## src/rtl/clipmon_pkg.sv

```systemverilog
// Shared helpers for the overload detector.
// Assumes the sample width is at least 4 bits.
package clipmon_pkg;

    // Overload level: seven eighths of full scale for a w-bit signed sample
    function automatic longint unsigned clip_level(input int w);
        return longint'(7) << (w - 4);
    endfunction

endpackage

```

## src/rtl/clipmon_mag.sv

```systemverilog
// Absolute value of a two's-complement sample.
// The most negative code saturates to the largest positive magnitude,
// so the result fits in W-1 bits.
module clipmon_mag #(
    parameter int W = 24
) (
    input  logic [W-1:0] sample,
    output logic [W-2:0] mag
);
    localparam logic [W-1:0] MOST_NEG = {1'b1, {(W-1){1'b0}}};

    logic [W-1:0] negated;

    // Form the magnitude with saturation on the one code that has no positive twin
    always_comb begin
        negated = -sample;
        if (!sample[W-1])
            mag = sample[W-2:0];
        else if (sample == MOST_NEG)
            mag = {(W-1){1'b1}};
        else
            mag = negated[W-2:0];
    end
endmodule

```

## src/rtl/clipmon_cmp.sv

```systemverilog
// Compares a magnitude against the fixed overload level.
// The comparison is strictly greater-than.
module clipmon_cmp #(
    parameter int W = 24
) (
    input  logic [W-2:0] mag,
    output logic         over
);
    import clipmon_pkg::*;

    localparam longint unsigned LEVEL_L = clip_level(W);
    localparam logic [W-2:0]    LEVEL   = LEVEL_L[W-2:0];

    // Flag magnitudes above the level
    always_comb over = (mag > LEVEL);
endmodule

```

## src/rtl/clipmon_hold.sv

```systemverilog
// Retriggerable hold timer driving the registered overload flag.
// It loads HOLD on an offending strobe, counts down on clean strobes,
// and ignores cycles without a strobe.
module clipmon_hold #(
    parameter int HOLD = 512
) (
    input  logic clk,
    input  logic rst_n,
    input  logic tick,
    input  logic hit,
    output logic flag
);
    localparam int           CW       = $clog2(HOLD + 1);
    localparam logic [CW-1:0] HOLD_CW = CW'(HOLD);

    logic [CW-1:0] remain;
    logic [CW-1:0] remain_nxt;

    // Next hold count: reload on a hit, decrement on a clean strobe
    always_comb begin
        remain_nxt = remain;
        if (tick) begin
            if (hit)
                remain_nxt = HOLD_CW;
            else if (remain != '0)
                remain_nxt = remain - CW'(1);
        end
    end

    // Register the count and the flag
    always_ff @(posedge clk) begin
        if (!rst_n) begin
            remain <= '0;
            flag   <= 1'b0;
        end else begin
            remain <= remain_nxt;
            flag   <= (remain_nxt != '0);
        end
    end
endmodule

```

## src/rtl/adc_clip_monitor.sv

```systemverilog
// Stereo ADC overload detector: one flag for both channels, raised when
// either magnitude exceeds 7/8 of full scale and held for HOLD_SAMPLES
// sample periods after the last offending sample.
// Assumes smp_valid is a single-cycle strobe per sample pair.
module adc_clip_monitor #(
    parameter int W            = 24,
    parameter int HOLD_SAMPLES = 512
) (
    input  logic         clk,
    input  logic         rst_n,
    input  logic         smp_valid,
    input  logic [W-1:0] smp_left,
    input  logic [W-1:0] smp_right,
    output logic         ovl_flag
);
    localparam int NCH = 2;

    logic [W-1:0] chan_smp [NCH];
    logic [W-2:0] chan_mag [NCH];
    logic [NCH-1:0] chan_over;
    logic any_over;

    // Collect channels into an array for the per-channel path
    always_comb begin
        chan_smp[0] = smp_left;
        chan_smp[1] = smp_right;
    end

    for (genvar c = 0; c < NCH; c++) begin : g_chan
        clipmon_mag #(.W(W)) u_mag (
            .sample (chan_smp[c]),
            .mag    (chan_mag[c])
        );
        clipmon_cmp #(.W(W)) u_cmp (
            .mag    (chan_mag[c]),
            .over   (chan_over[c])
        );
    end

    // Either channel counts as an overload
    always_comb any_over = |chan_over;

    clipmon_hold #(.HOLD(HOLD_SAMPLES)) u_hold (
        .clk   (clk),
        .rst_n (rst_n),
        .tick  (smp_valid),
        .hit   (any_over),
        .flag  (ovl_flag)
    );
endmodule

```

## config.mk

```make
export PLATFORM = sky130hd
export DESIGN_NAME = adc_clip_monitor
export DESIGN_NICKNAME = d
export VERILOG_FILES = /design/src/rtl/clipmon_pkg.sv /design/src/rtl/clipmon_mag.sv /design/src/rtl/clipmon_cmp.sv /design/src/rtl/clipmon_hold.sv /design/src/rtl/adc_clip_monitor.sv
export SDC_FILE = /design/constraint.sdc
export NUM_CORES = 1
export LEC_CHECK = 0
export BUFFER_PORTS_ARGS = -buffer_cell sky130_fd_sc_hd__clkbuf_2
export CORE_MARGIN = 1.5
export CORE_UTILIZATION = 49
export DETAILED_ROUTE_END_ITERATION = 8
export GPL_TIMING_DRIVEN = 1
export PLACE_DENSITY = 0.76
export SLEW_MARGIN = 0
export SYNTH_ARGS = -nofsm -noshare
export SYNTH_HDL_FRONTEND = slang
export SYNTH_SLANG_ARGS = --single-unit
```

## constraint.sdc

```tcl
create_clock -name clk -period 10.9 [get_ports clk]
set_clock_uncertainty 0.05 [all_clocks]
set_input_delay 2.18 -clock clk [delete_from_list [all_inputs] [get_ports clk]]
set_output_delay 2.18 -clock clk [all_outputs]
set_load 0.02 [all_outputs]
```

# After elaboration in Yosys (flattened, before gate mapping)
# Index checks and enable logic that the tools add are counted.
[totals] register_bits=11
[op_classes] n_eq_ne=2 order_cmp=2 n_reduce_logical=3 addsub=3 muxes=7
[ops] op="23-bit 2-to-1 mux" count=4
[ops] op="24-bit == test, second input constant" count=2
[ops] op="23-bit > comparator, second input constant" count=2
[ops] op="23-bit negation" count=2
[ops] op="10-bit 2-to-1 mux" count=3
[ops] op="10-bit nonzero test" count=2
[ops] op="10-bit by 1-bit subtractor with 10-bit output, second input constant" count=1
[ops] op="2-bit OR reduction" count=1

# Depth between registers and ports, before layout
[depth] ltp_word=8 mapped_depth=12 ltp_nobuf=11

# Cells and area by module
# Synthesis repeated with hierarchy kept, for this count alone.
[unflattened] hier_cells=331 area_unflattened_um2=2254.7
[modules_own_cells] mod="clipmon_hold" cells_each=93 area_each_um2=742.0 n_inst=1 seq_area_each_um2=220.2
[modules_own_cells] mod="clipmon_mag at g_chan[1].u_mag" cells_each=122 area_each_um2=734.5 n_inst=1 seq_area_each_um2=0.0
[modules_own_cells] mod="clipmon_mag at g_chan[0].u_mag" cells_each=99 area_each_um2=674.4 n_inst=1 seq_area_each_um2=0.0
[modules_own_cells] mod="clipmon_cmp" cells_each=8 area_each_um2=48.8 n_inst=2 seq_area_each_um2=0.0
[modules_own_cells] mod="adc_clip_monitor" cells_each=1 area_each_um2=6.3 n_inst=1 seq_area_each_um2=0.0

# Worst setup path after synthesis
# Ideal clock, no wire load.
[synth_path] path_type="in2reg" from="input port smp_right[0]" to="register u_hold.flag" path_buffers=1 arrival_time_ns=4.997 cell_stages=12 t_required_ns=10.728 setup_time_ns=0.122 path_slack_ns=5.732 cell_sequence="inv_1 > ha_1 > or4b_4 > or3_1 > buf_2 > nor4_2 > a21oi_1 > o41ai_1 > or4b_1 > a32oi_2 > o211ai_1 > a221o_1"
[synth_between] elab_chain_cells=8
[synth_rtl] element="from (decl)" line_no="adc_clip_monitor.sv:13" source="input logic [W-1:0] smp_right,"
[synth_rtl] element="23-bit negation / 24-bit == test (equally long branches)" line_no="clipmon_mag.sv:16, clipmon_mag.sv:19"
[synth_rtl] element="23-bit 2-to-1 mux" line_no="clipmon_mag.sv:19" source="else if (sample == MOST_NEG)"
[synth_rtl] element="23-bit 2-to-1 mux *" line_no="clipmon_mag.sv:17" source="if (!sample[W-1])"
[synth_rtl] element="23-bit > comparator *" line_no="clipmon_cmp.sv:15" source="always_comb over = (mag > LEVEL);"
[synth_rtl] element="2-bit OR reduction *" line_no="adc_clip_monitor.sv:41" source="always_comb any_over = |chan_over;"
[synth_rtl] element="10-bit 2-to-1 mux *" line_no="clipmon_hold.sv:23" source="if (hit)"
[synth_rtl] element="10-bit 2-to-1 mux *" line_no="clipmon_hold.sv:22" source="if (tick) begin"
[synth_rtl] element="10-bit nonzero test *" line_no="clipmon_hold.sv:37" source="flag <= (remain_nxt != '0);"
[synth_rtl] element="to (signal assigned)" line_no="clipmon_hold.sv:37"
[synth_rtl] element="to (decl)" line_no="clipmon_hold.sv:11" source="output logic flag"
# Every way passes the cells marked *; elsewhere a longest branch is shown, timed or not.
# A chain may end at the register's enable or synchronous reset.

# Final worst setup path
# Same ends and word-level chain as after synthesis.

==> flow_summary.ini <==
[synth]
synth_top_family_by_area = simple AND/OR/NAND/NOR gates
syn-num-nets = 330
yosys.area.top_type_share = 0.117
synth.avg_cell_area_um2 = 6.82
synth.yosys.warnings = 0
synth_adder_area_share = 0.0199
post_synth_inst_count = 276
area_fraction_in_and_or_nand_and_nor_cells_after_synthesis = 0.426
post_synthesis_instance_area_um2 = 1880
async_sr_flop_fraction = 0
yosys_most_used_dff = sky130_fd_sc_hd__dfxtp_1
synth_compound_area_frac = 0.293
synth.largest_area_cell = sky130_fd_sc_hd__dfxtp_1
yosys.cell_count.top_type = sky130_fd_sc_hd__nor2_1
synth.distinct_cells = 57
synth_enable_flop_cells = 0
seq_area_frac_synth = 0.117
synth.mux.area_fraction = 0.0559
synth.top_cells.by_count = sky130_fd_sc_hd__nor2_1, sky130_fd_sc_hd__nor3_1, sky130_fd_sc_hd__nand2_1
synth_seq_cells = 11
xor_and_xnor_fraction_of_the_mapped_netlist_area = 0.0512
synth.top_cells.by_area = sky130_fd_sc_hd__dfxtp_1, sky130_fd_sc_hd__nor2_1, sky130_fd_sc_hd__nor3_1

[outcome]
status = completed

[sta]
final_min_period_over_clock_period = 0.483
rsz0062_at_grt = no
timing.setup.tns_ns = 0
relSlewSlack = 0.534
finalHoldViolations = 0
setup-violations-final = 0
fmax_ghz = 0.190
timing_max_transition_violations_final = 0
tightest_slew_ns = 0.693
period_needed_ns = 5.27

[critical_path]
cp-end-kind = flip-flop
worst_path_required_ns = 10.97
crit_fanout = 6
timing_worst_setup_path_type = in -> reg
start_kind = primary input
arrival_ns = 5.34

[global_routing]
first_global_vias = 2044
global_route_overflow = 0
grt_antenna_before_repair = 0
grt.total_usage = 0.252
grt_start_max_net_pins = 20
wire_length_of_the_first_global_routing_pass_um = 8830

[clocking]
holdBufCountCts = 0
cts_setup_buffers = 0
clock_path_buffers = 2
clock_tree.htree_level_count = 1
worst_setup_hold_path_clk_slew_ns = 0.05
clock-root-buffer = sky130_fd_sc_hd__clkbuf_8
cts_num_sinks = 11
tritoncts.num_buffers = 3
cts.repair.resized = 0
clock_insertion_delay_worst_skew_ns = 0.23
tritoncts_clock_tree = done

[die]
die_width_um = 65.0
core_area_um2 = 3660
design.die.area_um2 = 4220
rows = 22
initial_utilization = 0.514
pin_count = 52
floorplan.die.height_um = 65.0

[finish]
areaGrowthSynthToFinish_pct = 18.1
finalNetCount = 381
seq_area_um2 = 220
finalInstanceArea_um2 = 2220
nFillCells = 358
antennaDiodeCount = 0
layout-drive-gt1-share = 0.199
multi_input_combinational_cell_area_um2 = 1590

[place]
post_dp_cell_area_um2 = 2180
dp_hpwl_um = 4080
portbufs = 51
gp_congestion = 0.957

[power]
vdd.ir_drop.worst_mv = 0.0768
power_per_cell_area_nw_per_um2 = 122
leakage_nw = 0.795

[routing]
drt_first_iter_violations = 214
detailedRoute.firstPassIterationCount = 5
routed_wirelength_um = 5170
wire_per_inst_um = 13.8
postRouteAntennaNets = 0
vias_per_cell = 6.44
vias = 2409
detail_route.drc_violations = 0

[hold_path]
hp-class = reg -> reg

[flow_run]
maxCapViolations = 0
==> layer usage <==
metal / GRT usage / vias to the layer above / share of wire
li1: - / 1199 / -
met1: 0.360 / 1079 / 0.46
met2: 0.409 / 120 / 0.46
met3: 0.0191 / 11 / 0.071
met4: 0.0638 / 0 / 0.0085
met5: 0 / - / 0
==> area by class of cell <==
class                           count  share of cell area
Multi-Input combinational cell    247               0.717
Tap cell                           48              0.0270
Clock buffer                        4              0.0203
Sequential cell                    11              0.0991
Inverter                           13              0.0220
Timing Repair Buffer               51               0.115
==> placed cells by master, fill, tap and decap left out, drive strengths merged, types with 2 or more instances in the layout <==
cell type  synthesis  layout
a211o              3       3
a211oi             3       3
a21oi             12      12
a31oi             11      11
a41oi              2       2
clkbuf             4      55
dfxtp             11      11
ha                 3       3
inv               12      12
mux2               4       4
mux2i              6       6
nand2             16      16
nand2b             4       4
nand3              9       9
nand4              9       9
nand4b             3       3
nor2              43      43
nor2b              6       6
nor3              18      18
nor3b              6       6
nor4              13      13
nor4b              3       3
nor4bb             2       2
o2111ai            2       2
o211ai             5       5
o21a               2       2
o21ai              8       8
o22ai              4       4
o31ai              4       4
o32a               5       5
o32ai              3       3
o41ai              2       2
or3                2       2
or4                7       7
or4b               2       2
xnor2              5       5
xor2               6       6
==> final timing paths <==
check                    from               end  slack [ns]  depth (start not counted)
max              smp_right[0]       u_hold.flag        5.63                         12
min          u_hold.remain[1]  u_hold.remain[1]        0.46                          2
max reg2reg  u_hold.remain[0]       u_hold.flag        8.12                         10
min reg2reg  u_hold.remain[1]  u_hold.remain[1]        0.46                          2
==> report_power, final <==
part           switching, mW  total [mW]  internal (mW)  leakage (nW)
clock network         0.0140      0.0396         0.0256        0.0228
logic                 0.0934       0.162         0.0689         0.682
registers             0.0143      0.0697         0.0554        0.0904
==> sequential cells by signal (all words and copies together) (netlist names) <==
signal,flops
u_hold.flag,1
u_hold.remain,10
==> critical path: stages <==
cell and delay [ns]:
sky130_fd_sc_hd__clkbuf_2 0.10, sky130_fd_sc_hd__inv_1 0.06, sky130_fd_sc_hd__ha_1 0.22, sky130_fd_sc_hd__or4b_4 0.52, sky130_fd_sc_hd__or3_1 0.42, sky130_fd_sc_hd__nor4_2 0.28, sky130_fd_sc_hd__a21oi_1 0.06, sky130_fd_sc_hd__o41ai_1 0.29
sky130_fd_sc_hd__or4b_1 0.48, sky130_fd_sc_hd__a32oi_2 0.29, sky130_fd_sc_hd__o211ai_1 0.13, sky130_fd_sc_hd__a221o_1 0.29
==> stage by stage <==
stage | instances | hold WS (ns) | setup slack, ns | total power [mW] | util
3_3_place_gp | 370 | 0.456 | 5.52 | 0.228 | 0.595
5_1_grt | 374 | 0.516 | 5.46 | 0.299 | 0.607
2_1_floorplan | 276 | 0.427 | 5.73 | 0.187 | -
6_report | 374 | 0.465 | 5.63 | 0.272 | 0.607
4_1_cts | 374 | 0.475 | 5.64 | 0.271 | 0.607
3_5_place_dp | 370 | 0.460 | 5.40 | 0.229 | 0.595
==> kinds of logic (layout without fill, tap and decap cells) <==
logic type / count (synthesis) / after routing
AOI/OAI and AO/OA: 76 / 76
xor gates and xnor gates: 11 / 11
adders and majority gates: 3 / 3
buffers and inverters: 18 / 68
DFF: 11 / 11
muxes: 10 / 10
and+or+nand+nor: 147 / 147
(Power assumes the default switching activity.)
